### src/rtl/strop_pkg.sv
package strop_pkg;

    localparam int XW     = 32;
    localparam int NARROW = 16;

    typedef enum logic [2:0] {
        OP_MOVE  = 3'd0,
        OP_CMP   = 3'd1,
        OP_STORE = 3'd2,
        OP_LOAD  = 3'd3,
        OP_SCAN  = 3'd4,
        OP_IN    = 3'd5,
        OP_OUT   = 3'd6
    } op_e;

    typedef enum logic [1:0] {
        SZ_B = 2'd0,
        SZ_W = 2'd1,
        SZ_D = 2'd2
    } size_e;

    typedef enum logic [2:0] {
        RK_MRD  = 3'd0,
        RK_MWR  = 3'd1,
        RK_IORD = 3'd2,
        RK_IOWR = 3'd3,
        RK_PCHK = 3'd4
    } rkind_e;

    typedef enum logic [2:0] {
        PH_SRD  = 3'd0,
        PH_DRD  = 3'd1,
        PH_DWR  = 3'd2,
        PH_CHK  = 3'd3,
        PH_IORD = 3'd4,
        PH_IOWR = 3'd5,
        PH_END  = 3'd6
    } phase_e;

    typedef enum logic [2:0] {
        FC_NONE   = 3'd0,
        FC_SRCSEG = 3'd1,
        FC_DSTSEG = 3'd2,
        FC_ACCESS = 3'd3,
        FC_IOPERM = 3'd4
    } fcode_e;

    typedef struct packed {
        logic o;
        logic s;
        logic z;
        logic a;
        logic p;
        logic c;
    } flags_t;

    function automatic logic [2:0] elem_bytes(input logic [1:0] sz);
        case (sz)
            SZ_B:    return 3'd1;
            SZ_W:    return 3'd2;
            default: return 3'd4;
        endcase
    endfunction

    function automatic logic [XW-1:0] width_mask(input logic [1:0] sz);
        case (sz)
            SZ_B:    return 32'h0000_00FF;
            SZ_W:    return 32'h0000_FFFF;
            default: return 32'hFFFF_FFFF;
        endcase
    endfunction

    function automatic logic top_bit(input logic [XW-1:0] v, input logic [1:0] sz);
        case (sz)
            SZ_B:    return v[7];
            SZ_W:    return v[15];
            default: return v[31];
        endcase
    endfunction

    function automatic logic reads_src(input op_e op);
        return (op == OP_MOVE) || (op == OP_CMP) || (op == OP_LOAD) || (op == OP_OUT);
    endfunction

    function automatic logic writes_dst(input op_e op);
        return (op == OP_MOVE) || (op == OP_STORE) || (op == OP_IN);
    endfunction

    function automatic logic reads_dst(input op_e op);
        return (op == OP_CMP) || (op == OP_SCAN);
    endfunction

    function automatic logic steps_dst(input op_e op);
        return (op == OP_MOVE) || (op == OP_CMP) || (op == OP_STORE) ||
               (op == OP_SCAN) || (op == OP_IN);
    endfunction

    function automatic logic [4:0] op_cost(input op_e op, input logic c486);
        case (op)
            OP_MOVE:  return 5'd7;
            OP_CMP:   return c486 ? 5'd8 : 5'd10;
            OP_STORE: return 5'd4;
            OP_LOAD:  return 5'd5;
            OP_SCAN:  return 5'd7;
            OP_IN:    return 5'd15;
            default:  return 5'd14;
        endcase
    endfunction

    function automatic phase_e first_phase(input op_e op);
        case (op)
            OP_STORE: return PH_DWR;
            OP_SCAN:  return PH_DRD;
            OP_IN:    return PH_CHK;
            default:  return PH_SRD;
        endcase
    endfunction

    function automatic phase_e next_phase(input op_e op, input phase_e ph);
        case (op)
            OP_MOVE: return (ph == PH_SRD) ? PH_DWR : PH_END;
            OP_CMP:  return (ph == PH_SRD) ? PH_DRD : PH_END;
            OP_IN: begin
                case (ph)
                    PH_CHK:  return PH_IORD;
                    PH_IORD: return PH_DWR;
                    default: return PH_END;
                endcase
            end
            OP_OUT: begin
                case (ph)
                    PH_SRD:  return PH_CHK;
                    PH_CHK:  return PH_IOWR;
                    default: return PH_END;
                endcase
            end
            default: return PH_END;
        endcase
    endfunction

    function automatic logic [XW-1:0] merge_acc(input logic [XW-1:0] acc,
                                                input logic [XW-1:0] v,
                                                input logic [1:0] sz);
        case (sz)
            SZ_B:    return {acc[31:8], v[7:0]};
            SZ_W:    return {acc[31:16], v[15:0]};
            default: return v;
        endcase
    endfunction

endpackage

### src/rtl/strop_idx_step.sv
module strop_idx_step
    import strop_pkg::*;
#(
    parameter int W = 32
) (
    input  logic [W-1:0] idx,
    input  logic [1:0]   size,
    input  logic         dir,
    input  logic         wide,
    output logic [W-1:0] idx_nx
);
    localparam int NW = NARROW;

    logic [W-1:0]  delta;
    logic [W-1:0]  full_nx;
    logic [NW-1:0] low_nx;

    always_comb begin
        delta   = W'(elem_bytes(size));
        full_nx = dir ? (idx - delta) : (idx + delta);
        low_nx  = dir ? (idx[NW-1:0] - delta[NW-1:0]) : (idx[NW-1:0] + delta[NW-1:0]);
        idx_nx  = wide ? full_nx : {idx[W-1:NW], low_nx};
    end
endmodule

### src/rtl/strop_sub_flags.sv
module strop_sub_flags
    import strop_pkg::*;
(
    input  logic [XW-1:0] a,
    input  logic [XW-1:0] b,
    input  logic [1:0]    size,
    output flags_t        fl
);
    logic [XW-1:0] am, bm, res;
    logic          sa, sb, sr;

    always_comb begin
        am   = a & width_mask(size);
        bm   = b & width_mask(size);
        res  = (am - bm) & width_mask(size);
        sa   = top_bit(am, size);
        sb   = top_bit(bm, size);
        sr   = top_bit(res, size);
        fl.c = (am < bm);
        fl.z = (res == '0);
        fl.s = sr;
        fl.o = (sa != sb) && (sr != sa);
        fl.a = (am[3:0] < bm[3:0]);
        fl.p = ~^res[7:0];
    end
endmodule

### src/rtl/strop_seq.sv
module strop_seq
    import strop_pkg::*;
#(
    parameter int IDX_W  = 32,
    parameter int PORT_W = 16,
    parameter int CYC_W  = 5
) (
    input  logic              clk,
    input  logic              rst,
    input  logic              start,
    input  logic [2:0]        op_in,
    input  logic [1:0]        size_in,
    input  logic              addr32_in,
    input  logic              dir_in,
    input  logic              cmp486_in,
    input  logic [31:0]       acc_in,
    input  logic [IDX_W-1:0]  src_idx_in,
    input  logic [IDX_W-1:0]  dst_idx_in,
    input  logic [PORT_W-1:0] port_in,
    input  logic [31:0]       src_base_in,
    input  logic [31:0]       dst_base_in,
    input  logic              src_rd_ok,
    input  logic              dst_rd_ok,
    input  logic              dst_wr_ok,
    output logic              req_valid,
    output logic [2:0]        req_kind,
    output logic [31:0]       req_addr,
    output logic [1:0]        req_size,
    output logic [31:0]       req_wdata,
    input  logic              rsp_ready,
    input  logic              rsp_fault,
    input  logic [31:0]       rsp_rdata,
    output logic              busy,
    output logic              done,
    output logic              abort,
    output logic [2:0]        fault_code,
    output logic [IDX_W-1:0]  src_idx_out,
    output logic [IDX_W-1:0]  dst_idx_out,
    output logic [31:0]       acc_out,
    output logic [5:0]        flags_out,
    output logic [CYC_W-1:0]  cycles_out
);
    typedef struct packed {
        op_e               op;
        logic [1:0]        sz;
        logic              a32;
        logic              dir;
        logic              c486;
        logic [XW-1:0]     acc;
        logic [IDX_W-1:0]  si;
        logic [IDX_W-1:0]  di;
        logic [PORT_W-1:0] port;
        logic [XW-1:0]     sb;
        logic [XW-1:0]     db;
    } ctx_t;

    ctx_t          ctx;
    logic          run;
    phase_e        ph;
    logic [1:0]    chk_i;
    logic [XW-1:0] hold;
    logic          src_adv;

    logic [IDX_W-1:0] si_nx, di_nx, si_eff, di_eff;
    logic [XW-1:0]    src_addr, dst_addr, mask, rd_m, fa;
    logic [2:0]       nb;
    logic             chk_last, sf_src, sf_dst;
    phase_e           ph_nx;
    rkind_e           kind;
    flags_t           fl;
    op_e              op_req;

    strop_idx_step #(.W(IDX_W)) u_src_step (
        .idx(ctx.si), .size(ctx.sz), .dir(ctx.dir), .wide(ctx.a32), .idx_nx(si_nx)
    );
    strop_idx_step #(.W(IDX_W)) u_dst_step (
        .idx(ctx.di), .size(ctx.sz), .dir(ctx.dir), .wide(ctx.a32), .idx_nx(di_nx)
    );

    assign fa = (ctx.op == OP_SCAN) ? ctx.acc : hold;

    strop_sub_flags u_flags (
        .a(fa), .b(rsp_rdata), .size(ctx.sz), .fl(fl)
    );

    always_comb begin
        op_req   = op_e'(op_in);
        sf_src   = reads_src(op_req) && !src_rd_ok;
        sf_dst   = (writes_dst(op_req) && !dst_wr_ok) || (reads_dst(op_req) && !dst_rd_ok);
        nb       = elem_bytes(ctx.sz);
        mask     = width_mask(ctx.sz);
        rd_m     = rsp_rdata & mask;
        si_eff   = ctx.a32 ? ctx.si : {{(IDX_W-NARROW){1'b0}}, ctx.si[NARROW-1:0]};
        di_eff   = ctx.a32 ? ctx.di : {{(IDX_W-NARROW){1'b0}}, ctx.di[NARROW-1:0]};
        src_addr = ctx.sb + XW'(si_eff);
        dst_addr = ctx.db + XW'(di_eff);
        chk_last = ({1'b0, chk_i} == (nb - 3'd1));
        ph_nx    = (ph == PH_CHK && !chk_last) ? PH_CHK : next_phase(ctx.op, ph);
    end

    always_comb begin
        kind      = RK_MRD;
        req_addr  = '0;
        req_wdata = '0;
        case (ph)
            PH_SRD: begin
                kind     = RK_MRD;
                req_addr = src_addr;
            end
            PH_DRD: begin
                kind     = RK_MRD;
                req_addr = dst_addr;
            end
            PH_DWR: begin
                kind      = RK_MWR;
                req_addr  = dst_addr;
                req_wdata = (ctx.op == OP_STORE) ? (ctx.acc & mask) : hold;
            end
            PH_CHK: begin
                kind     = RK_PCHK;
                req_addr = XW'(ctx.port) + XW'(chk_i);
            end
            PH_IORD: begin
                kind     = RK_IORD;
                req_addr = XW'(ctx.port);
            end
            PH_IOWR: begin
                kind      = RK_IOWR;
                req_addr  = XW'(ctx.port);
                req_wdata = hold;
            end
            default: ;
        endcase
        req_valid = run;
        req_kind  = kind;
        req_size  = ctx.sz;
        busy      = run;
    end

    always_ff @(posedge clk) begin
        if (rst) begin
            ctx         <= '0;
            run         <= 1'b0;
            ph          <= PH_END;
            chk_i       <= '0;
            hold        <= '0;
            src_adv     <= 1'b0;
            done        <= 1'b0;
            abort       <= 1'b0;
            fault_code  <= FC_NONE;
            src_idx_out <= '0;
            dst_idx_out <= '0;
            acc_out     <= '0;
            flags_out   <= '0;
            cycles_out  <= '0;
        end else begin
            done  <= 1'b0;
            abort <= 1'b0;
            if (!run) begin
                if (start) begin
                    ctx.op   <= op_req;
                    ctx.sz   <= size_in;
                    ctx.a32  <= addr32_in;
                    ctx.dir  <= dir_in;
                    ctx.c486 <= cmp486_in;
                    ctx.acc  <= acc_in;
                    ctx.si   <= src_idx_in;
                    ctx.di   <= dst_idx_in;
                    ctx.port <= port_in;
                    ctx.sb   <= src_base_in;
                    ctx.db   <= dst_base_in;
                    chk_i    <= '0;
                    hold     <= '0;
                    src_adv  <= 1'b0;
                    if (sf_src || sf_dst) begin
                        abort       <= 1'b1;
                        fault_code  <= sf_src ? FC_SRCSEG : FC_DSTSEG;
                        src_idx_out <= src_idx_in;
                        dst_idx_out <= dst_idx_in;
                        acc_out     <= acc_in;
                        cycles_out  <= '0;
                    end else begin
                        run <= 1'b1;
                        ph  <= first_phase(op_req);
                    end
                end
            end else if (rsp_fault) begin
                run         <= 1'b0;
                abort       <= 1'b1;
                fault_code  <= (ph == PH_CHK) ? FC_IOPERM : FC_ACCESS;
                src_idx_out <= src_adv ? si_nx : ctx.si;
                dst_idx_out <= ctx.di;
                acc_out     <= ctx.acc;
                cycles_out  <= '0;
            end else if (rsp_ready) begin
                if (ph == PH_SRD || ph == PH_IORD)
                    hold <= rd_m;
                if (ph == PH_CHK)
                    chk_i <= chk_last ? 2'd0 : chk_i + 2'd1;
                if (ph == PH_CHK && chk_last && ctx.op == OP_OUT)
                    src_adv <= 1'b1;
                ph <= ph_nx;
                if (ph_nx == PH_END) begin
                    run         <= 1'b0;
                    done        <= 1'b1;
                    fault_code  <= FC_NONE;
                    src_idx_out <= reads_src(ctx.op) ? si_nx : ctx.si;
                    dst_idx_out <= steps_dst(ctx.op) ? di_nx : ctx.di;
                    acc_out     <= (ctx.op == OP_LOAD) ? merge_acc(ctx.acc, rd_m, ctx.sz) : ctx.acc;
                    if (ctx.op == OP_CMP || ctx.op == OP_SCAN)
                        flags_out <= fl;
                    cycles_out  <= CYC_W'(op_cost(ctx.op, ctx.c486));
                end
            end
        end
    end

    // completion and fault pulses are exclusive
    p_excl_r10: assert property (@(posedge clk) disable iff (rst) !(done && abort));

    // a refused request is reported one cycle later
    p_fault_abort_r10: assert property (@(posedge clk) disable iff (rst)
        (req_valid && rsp_fault) |=> (abort && !busy));

    // completion leaves the block idle
    p_done_idle_r11: assert property (@(posedge clk) disable iff (rst) done |-> !busy);

    // a request only exists during a pass
    p_req_busy_r11: assert property (@(posedge clk) disable iff (rst) req_valid |-> busy);

    // an unanswered request is held unchanged
    p_req_hold_r11: assert property (@(posedge clk) disable iff (rst)
        (req_valid && !rsp_ready && !rsp_fault) |=>
        (req_valid && $stable(req_addr) && $stable(req_kind) && $stable(req_wdata)));

    // narrow addressing keeps the upper index bits
    p_hi_keep_r2: assert property (@(posedge clk) disable iff (rst)
        (done && !ctx.a32) |->
        (src_idx_out[IDX_W-1:NARROW] == ctx.si[IDX_W-1:NARROW] &&
         dst_idx_out[IDX_W-1:NARROW] == ctx.di[IDX_W-1:NARROW]));

    // permission probes stay inside the covered port bytes
    p_chk_range_r6: assert property (@(posedge clk) disable iff (rst)
        (req_valid && req_kind == RK_PCHK) |-> ((req_addr - XW'(ctx.port)) < XW'(nb)));

    // compare cost follows the mode bit
    p_cmp_cost_r8: assert property (@(posedge clk) disable iff (rst)
        (done && ctx.op == OP_CMP) |-> (cycles_out == (ctx.c486 ? CYC_W'(8) : CYC_W'(10))));

    // a segment refusal never reaches the request channel
    p_seg_quiet_r9: assert property (@(posedge clk) disable iff (rst)
        (abort && (fault_code == FC_SRCSEG || fault_code == FC_DSTSEG)) |-> !req_valid);
endmodule

### config.mk
export PLATFORM = sky130hd
export DESIGN_NAME = strop_seq
export DESIGN_NICKNAME = d
export VERILOG_FILES = /design/src/rtl/strop_pkg.sv /design/src/rtl/strop_idx_step.sv /design/src/rtl/strop_sub_flags.sv /design/src/rtl/strop_seq.sv
export SDC_FILE = /design/constraint.sdc
export NUM_CORES = 1
export LEC_CHECK = 0
export BUFFER_PORTS_ARGS = -buffer_cell sky130_fd_sc_hd__buf_2
export CAP_MARGIN = 10
export CORE_MARGIN = 2
export CORE_UTILIZATION = 62
export CTS_CLUSTER_SIZE = 14
export DETAILED_ROUTE_END_ITERATION = 8
export PLACE_DENSITY = 0.87
export SLEW_MARGIN = 10
export SYNTH_ARGS = -nofsm -noshare
export SYNTH_HDL_FRONTEND = slang
export SYNTH_SLANG_ARGS = --single-unit
### constraint.sdc
create_clock -name clk -period 11.85 [get_ports clk]
set_input_delay 2.37 -clock clk [delete_from_list [all_inputs] [get_ports clk]]
set_output_delay 2.37 -clock clk [all_outputs]
set_load 0.02 [all_outputs]
### Word-level counts from Yosys, hierarchy flattened

Index checks and enable logic that the tools add are counted.

| storage, ports and cells | value |
|---|---|
| flip-flop bits (word level) | 335 |
| input port bits | 224 |

| operators by class | value |
|---|---|
| eq/ne operators | 30 |
| magnitude comparators | 2 |
| add/subtract/negate cells | 14 |
| reductions and logical operators | 46 |
| bitwise logic cells | 7 |
| multiplexer cells | 96 |

Operators by type and width:

| cell | number |
|---|---|
| $mux W32 | 35 |
| $pmux W32 S2 | 3 |
| $and A32 B32 Y32 | 4 |
| $pmux W32 S4 | 1 |
| $add A32 B3 Y32 | 2 |
| $add A32 B32 Y32 | 2 |
| $sub A32 B3 Y32 | 2 |
| $mux W3 | 15 |
| $add A16 B3 Y16 | 2 |
| $logic_not A32 Y1 | 1 |
| $lt A32 B32 Y1 | 1 |
| $mux W16 | 2 |
| $sub A16 B3 Y16 | 2 |
| $sub A32 B32 Y32 | 1 |
| $mux W5 | 6 |
| $eq A3 B3 Y1 const B | 9 |
| $pmux W3 S4 | 2 |
| $pmux W4 S5 | 1 |
| $reduce_and A4 Y1 | 5 |
| $eq A3 B2 Y1 const B | 6 |
| $pmux W3 S2 | 3 |
| $add A16 B2 Y17 | 1 |
| $logic_or A1 B1 Y1 | 16 |
| $mux W1 | 16 |
| 25 further kinds | 57 |

### Logic depth before layout (Yosys ltp)

| depth | value |
|---|---|
| word-level depth | 12 |
| mapped depth | 21 |
| depth with buffers taken out | 17 |

### Cells and area by module

Synthesis repeated with hierarchy kept, for this count alone.

| second synthesis, totals | value |
|---|---|
| cell total of the unflattened synthesis | 3329 |
| area, all modules | 24835.1 sq um |

Modules (own cells, without submodules):

| module | area each (sq um) | sequential area each (sq um) | cells each | times used |
|---|---|---|---|---|
| strop_seq | 18477.7 | 6686.4 | 2416 | 1 |
| strop_sub_flags | 2262.2 | 0.0 | 339 | 1 |
| strop_idx_step (u_src_step) | 2178.3 | 0.0 | 316 | 1 |
| strop_idx_step (u_dst_step) | 1916.8 | 0.0 | 258 | 1 |

### Least setup slack after synthesis

No wires, ideal clock.

| path | value |
|---|---|
| kind | flip-flop to output port |
| start point | reg ctx[178] in the netlist's numbering |
| end point | out req_addr[29] |
| required time | 9.480 ns |
| slack | 6.488 ns |
| path buffers | 2 |
| stages on the path, launching flop included | 15 |
| data arrival time | 2.992 ns |
| cell sequence | dfxtp_1 -> clkbuf_1 -> clkbuf_1 -> and2_1 -> ha_1 -> a21o_1 -> a21oi_1 -> a2bb2oi_1 -> o311ai_0 -> o221ai_1 -> o21ai_0 -> a21o_1 -> a21oi_1 -> xor2_1 -> o22ai_1 |

| between the ends | value |
|---|---|
| word-level cells in the longest chain between the ends | 3 |

Ends and longest elaborated chain:

| element | line | source |
|---|---|---|
| start: declaration | strop_seq.sv:57 | `ctx_t ctx;` |
| $mux W32, on equally long branches | strop_seq.sv:94, strop_seq.sv:93 |  |
| $add A32 B32 Y32, on equally long branches | strop_seq.sv:96, strop_seq.sv:95 |  |
| $pmux W32 S4 * | strop_seq.sv:105 | `case (ph)` |
| end: declaration | strop_seq.sv:27 | `output logic [31:0] req_addr,` |

Mark *: on every way between the ends. The rest lies on a longest branch, timed or not.

### Final worst setup path

| path | value |
|---|---|
| start point | reg ctx[113] in the netlist's numbering |
| end point | out req_addr[27] |

| between the ends | value |
|---|---|
| word-level cells in the longest chain between the ends | 3 |

Ends and longest elaborated chain:

| element | line | source |
|---|---|---|
| $mux W32 | strop_seq.sv:93 | `si_eff = ctx.a32 ? ctx.si : {{(IDX_W-NARROW){1'b0}}, ctx.si[NARROW-1:0]};` |
| $add A32 B32 Y32 | strop_seq.sv:95 | `src_addr = ctx.sb + XW'(si_eff);` |
| $pmux W32 S4 | strop_seq.sv:105 |  |

Every way passes these cells.

==> report_table.html <==
<table>
<tr><th>Metric</th><th>Value</th></tr>
<tr><th colspan="2">Pwr</th></tr>
<tr><td>Worst supply voltage drop on vdd</td><td>0.0001370 V</td></tr>
<tr><td>Post-route total power</td><td>3.346 mW</td></tr>
<tr><td>Power density over the cells</td><td>121.3 mW/mm^2</td></tr>
<tr><td>Standby leakage power</td><td>11.95 nW</td></tr>
<tr><th colspan="2">Synth</th></tr>
<tr><td>Area share of the largest cell type after synthesis</td><td>0.2771</td></tr>
<tr><td>Number of flops mapped to enable cells by yosys</td><td>0</td></tr>
<tr><td>Mean cell area of the mapped netlist</td><td>7.169 um^2</td></tr>
<tr><td>Top post-synthesis cells by area</td><td>sky130_fd_sc_hd__dfxtp_1 (28%), sky130_fd_sc_hd__nand2_1 (12%), sky130_fd_sc_hd__a21oi_1 (9.7%)</td></tr>
<tr><td>Post-synthesis cell area</td><td>0.02413 mm^2</td></tr>
<tr><td>Sequential fraction of the synthesis area</td><td>0.2771</td></tr>
<tr><td>Post-synth net total</td><td>3760</td></tr>
<tr><td>Warnings, synthesis</td><td>0</td></tr>
<tr><td>Post-synthesis instance total</td><td>3366</td></tr>
<tr><td>Synth area leader</td><td>sky130_fd_sc_hd__dfxtp_1</td></tr>
<tr><td>Unique masters post-synth</td><td>90</td></tr>
<tr><td>FFs w/ async S/R, synth</td><td>0</td></tr>
<tr><td>Number of synthesized register bits</td><td>334</td></tr>
<tr><td>Most instantiated flip-flop cell in the synthesis netlist</td><td>sky130_fd_sc_hd__dfxtp_1</td></tr>
<tr><th colspan="2">Clock network</th></tr>
<tr><td>CTS Hold Bufs</td><td>0</td></tr>
<tr><td>Clock slew at the register clock pins of the worst setup and hold paths</td><td>0.07 ns</td></tr>
<tr><td>Resized cells post-CTS</td><td>0</td></tr>
<tr><td>Buffer count from post-CTS setup fixing</td><td>0</td></tr>
<tr><td>Number of buffers created by CTS</td><td>38</td></tr>
<tr><td>Root buffer cell</td><td>sky130_fd_sc_hd__clkbuf_16</td></tr>
<tr><td>Maximum buffer depth of the clock tree</td><td>3</td></tr>
<tr><td>CTS tree</td><td>done</td></tr>
<tr><td>Maximum level of the CTS H-tree</td><td>2</td></tr>
<tr><td>Insertion delay of the later-clocked pin in the worst-skew pair</td><td>0.57 ns</td></tr>
<tr><td>CTS sink count</td><td>334</td></tr>
<tr><th colspan="2">Detailed routing</th></tr>
<tr><td>Detailed-route wire length per cell</td><td>20.43 um</td></tr>
<tr><td>Routed WL</td><td>85000 um</td></tr>
<tr><td>Number of nets with antenna violations after detailed routing</td><td>0</td></tr>
<tr><td>Detailed-route vias per instance</td><td>6.376</td></tr>
<tr><td>Met3 wire length</td><td>7512 um</td></tr>
<tr><td>Count of unresolved DRC violations after routing</td><td>0</td></tr>
<tr><td>Detailed-routing iteration count for the pre-antenna-repair pass</td><td>7</td></tr>
<tr><td>Vias</td><td>26529</td></tr>
<tr><td>Count of routing violations after the opening detailed-route iteration</td><td>2724</td></tr>
<tr><td>Total length of routed met2 wires</td><td>38940 um</td></tr>
<tr><td>Highest metal layer with signal wires</td><td>met4</td></tr>
<tr><td>Met1 routed wirelength after detailed routing</td><td>32850 um</td></tr>
<tr><th colspan="2">Floorplan</th></tr>
<tr><td>Height of the die</td><td>201.3 um</td></tr>
<tr><td>Initial core utilization</td><td>0.6258</td></tr>
<tr><td>Area inside the core boundary</td><td>0.03856 mm^2</td></tr>
<tr><td>Top Ports</td><td>407</td></tr>
<tr><td>Die Area</td><td>0.04051 mm^2</td></tr>
<tr><td>Chip Width</td><td>201.3 um</td></tr>
<tr><td>Row Count</td><td>72</td></tr>
<tr><th colspan="2">Cells and area</th></tr>
<tr><td>Fill cell total of the finished layout</td><td>3294</td></tr>
<tr><td>Total Nets Final</td><td>4003</td></tr>
<tr><td>Area growth, synth to finish</td><td>14.27%</td></tr>
<tr><td>Commonest non-fill, non-tap cell in the layout</td><td>sky130_fd_sc_hd__nand2_1</td></tr>
<tr><td>Fraction of final layout cells sized beyond drive strength 1</td><td>0.1445</td></tr>
<tr><td>Final non-filler cell area</td><td>0.02757 mm^2</td></tr>
<tr><td>Commonest non-fill, non-tap cells in the layout</td><td>sky130_fd_sc_hd__nand2_1 (757), sky130_fd_sc_hd__a21oi_1 (465), sky130_fd_sc_hd__buf_2 (404)</td></tr>
<tr><th colspan="2">Setup path</th></tr>
<tr><td>Arrival time of the worst setup path</td><td>4.14 ns</td></tr>
<tr><td>Reg-to-reg slack, setup</td><td>6.47 ns</td></tr>
<tr><td>Crit path max fanout</td><td>6</td></tr>
<tr><td>R2R cell count</td><td>13</td></tr>
<tr><td>Data required time at the worst endpoint</td><td>9.48 ns</td></tr>
<tr><td>Element type at the critical path start</td><td>register</td></tr>
<tr><td>Element type at the critical path end</td><td>primary output</td></tr>
<tr><td>Crit Reg-Reg Endpoint</td><td>src_idx_out[26]$_SDFFE_PP0P_</td></tr>
<tr><td>Reg2Reg Launch Point</td><td>req_size[1]$_SDFFE_PP0P_</td></tr>
<tr><td>WS Path Type</td><td>register to primary output</td></tr>
<tr><th colspan="2">STA</th></tr>
<tr><td>Share of the clock period used by the worst path</td><td>0.5492</td></tr>
<tr><td>Worst rel slew slack</td><td>0.1574</td></tr>
<tr><td>Highest clock rate</td><td>153.7 MHz</td></tr>
<tr><td>Number of pins with negative max-slew slack in the final report</td><td>0</td></tr>
<tr><td>Final Hold Vio Count</td><td>0</td></tr>
<tr><td>Clock Skews</td><td>0.02044 ns</td></tr>
<tr><td>Final critical delay including setup and external delays</td><td>6.508 ns</td></tr>
<tr><td>Final number of setup-violating endpoints</td><td>0</td></tr>
<tr><td>Hold Slack</td><td>0.4484 ns</td></tr>
<tr><td>Setup ws final</td><td>5.342 ns</td></tr>
<tr><td>Slew of the pin with the lowest slew margin</td><td>1.259 ns</td></tr>
<tr><td>Aggregate negative setup slack</td><td>0 ns</td></tr>
<tr><td>Setup repair after global routing missed its margin</td><td>no</td></tr>
<tr><th colspan="2">Worst hold path</th></tr>
<tr><td>Worst Hold Launch</td><td>acc_out[13]$_SDFFE_PP0P_</td></tr>
<tr><td>Worst Hold Path EP</td><td>acc_out[13]$_SDFFE_PP0P_</td></tr>
<tr><td>Worst min-delay path category</td><td>register to register</td></tr>
<tr><td>Worst Hold Path Cells</td><td>2</td></tr>
<tr><th colspan="2">Place</th></tr>
<tr><td>Standard cell area after detailed placement</td><td>0.02619 mm^2</td></tr>
<tr><td>Dpl ws</td><td>6.017 ns</td></tr>
<tr><td>HPWL Detailed</td><td>62820 um</td></tr>
<tr><td>IO Port Bufs</td><td>405</td></tr>
<tr><td>Final RePlAce weighted congestion</td><td>1.041</td></tr>
<tr><th colspan="2">Global route</th></tr>
<tr><td>Overall fraction of global-route tracks in use</td><td>0.4025</td></tr>
<tr><td>Wire length of the first global-routing pass</td><td>131500 um</td></tr>
<tr><td>Largest net degree at the start of global routing</td><td>187</td></tr>
<tr><td>Via count of the first global-routing pass</td><td>24370</td></tr>
<tr><td>Antenna violations before repair</td><td>5</td></tr>
<tr><td>Aggregate global routing overflow</td><td>0</td></tr>
<tr><th colspan="2">Run status</th></tr>
<tr><td>Result of the run</td><td>finished clean</td></tr>
<tr><th colspan="2">Run</th></tr>
<tr><td>Max-capacitance violation count</td><td>0</td></tr>
</table>
how the worst max path moves through the flow:
stage | start | end | slack [ns] | cells past startpoint
final | ctx[113]$_SDFFE_PP0P_ | req_addr[27] | 5.34 | 12
after CTS | ctx[178]$_SDFFE_PP0P_ | req_addr[28] | 5.45 | 13
after detailed placement | rsp_rdata[4] | flags_out[3]$_SDFFE_PP0P_ | 6.02 | 15
after global placement | rsp_rdata[4] | flags_out[3]$_SDFFE_PP0P_ | 6.07 | 15
after floorplan | ctx[178]$_SDFFE_PP0P_ | req_addr[29] | 6.49 | 14
after global routing | ctx[178]$_SDFFE_PP0P_ | req_addr[28] | 5.10 | 14
cell type report:
type,instances,area [um^2],share of cell area
antenna,4,10.01,0.0003630
clock buffer,55,1159,0.04202
sequential,334,6691,0.2427
inverter,61,229.0,0.008304
multi-input combinational,2745,16390,0.5944
tap,518,648.1,0.02350
timing repair buffer,429,2230,0.08086
clock inverter,15,217.7,0.007895
metal layers:
metal / vias to the layer above / global-route usage
met5: - / 0
met4: 0 / 0.2524
met3: 296 / 0.06090
met2: 1440 / 0.6566
met1: 12214 / 0.5001
li1: 12579 / -
report_power, final:
| part | total, mW | switching (mW) | internal [mW] |
|---|---|---|---|
| logic | 0.767 | 0.501 | 0.265 |
| clock network | 1.30 | 0.510 | 0.792 |
| registers | 1.28 | 0.0823 | 1.19 |
critical path, stage by stage, from the launching register on:
cell	delay [ns]
sky130_fd_sc_hd__dfxtp_1	0.46
sky130_fd_sc_hd__ha_1	0.29
sky130_fd_sc_hd__a211oi_1	0.34
sky130_fd_sc_hd__o211ai_1	0.19
sky130_fd_sc_hd__a41oi_1	0.36
sky130_fd_sc_hd__nor2b_1	0.13
sky130_fd_sc_hd__a31oi_1	0.39
sky130_fd_sc_hd__o21ai_0	0.24
sky130_fd_sc_hd__a31oi_1	0.43
sky130_fd_sc_hd__o21ai_0	0.18
sky130_fd_sc_hd__xnor2_1	0.16
sky130_fd_sc_hd__o22ai_1	0.19
sky130_fd_sc_hd__buf_2	0.22
Yosys cell counts, types with 10 or more instances:
library cell and count:
sky130_fd_sc_hd__nor3_1 32, sky130_fd_sc_hd__ha_1 164, sky130_fd_sc_hd__o21ai_0 152, sky130_fd_sc_hd__and3_1 23, sky130_fd_sc_hd__a31oi_1 30, sky130_fd_sc_hd__nand4_1 19
sky130_fd_sc_hd__o311ai_0 12, sky130_fd_sc_hd__buf_1 20, sky130_fd_sc_hd__o21a_1 21, sky130_fd_sc_hd__a211oi_1 37, sky130_fd_sc_hd__xnor2_1 54, sky130_fd_sc_hd__nor2_1 195
sky130_fd_sc_hd__a22o_1 32, sky130_fd_sc_hd__o31ai_1 10, sky130_fd_sc_hd__dfxtp_1 334, sky130_fd_sc_hd__a21o_1 66, sky130_fd_sc_hd__nand2_1 757, sky130_fd_sc_hd__o211ai_1 120
sky130_fd_sc_hd__xor2_1 58, sky130_fd_sc_hd__and2_1 40, sky130_fd_sc_hd__nand3_1 72, sky130_fd_sc_hd__a311oi_1 14, sky130_fd_sc_hd__a21oi_1 466, sky130_fd_sc_hd__nor2b_1 33
sky130_fd_sc_hd__o22ai_1 19, sky130_fd_sc_hd__nor3b_1 10, sky130_fd_sc_hd__o21bai_1 14, sky130_fd_sc_hd__a22oi_1 56, sky130_fd_sc_hd__clkbuf_1 197, sky130_fd_sc_hd__mux2i_1 32
sky130_fd_sc_hd__inv_1 57, sky130_fd_sc_hd__nand2b_1 31
kinds of logic after synthesis:
| family | after synthesis | share of synthesized area |
|---|---|---|
| buffers and inverters | 287 | 0.04604 |
| other | 1 | 0.0001554 |
| AO/OA/AOI/OAI | 1151 | 0.3000 |
| flip-flops | 334 | 0.2771 |
| multiplexers | 37 | 0.01561 |
| XOR/XNOR | 112 | 0.04065 |
| AND/OR/NAND/NOR | 1274 | 0.2305 |
| adder cells (fa/ha/maj) | 170 | 0.09001 |
sequential cells by signal, summed over array words and instances (netlist names):
| name | flops |
|---|---|
| abort | 1 |
| acc_out | 32 |
| busy | 1 |
| chk_i | 2 |
| ctx | 182 |
| cycles_out | 4 |
| done | 1 |
| dst_idx_out | 32 |
| fault_code | 3 |
| flags_out | 6 |
| hold | 32 |
| ph | 3 |
| req_size | 2 |
| src_adv | 1 |
| src_idx_out | 32 |
metrics by stage:
step / cells / utilization
2_1_floorplan: 3366 / -
3_3_place_gp: 4087 / 0.6791
3_5_place_dp: 4087 / 0.6791
4_1_cts: 4157 / 0.7148
5_1_grt: 4159 / 0.7150
6_report: 4161 / 0.7151
(Power assumes the default switching activity.)
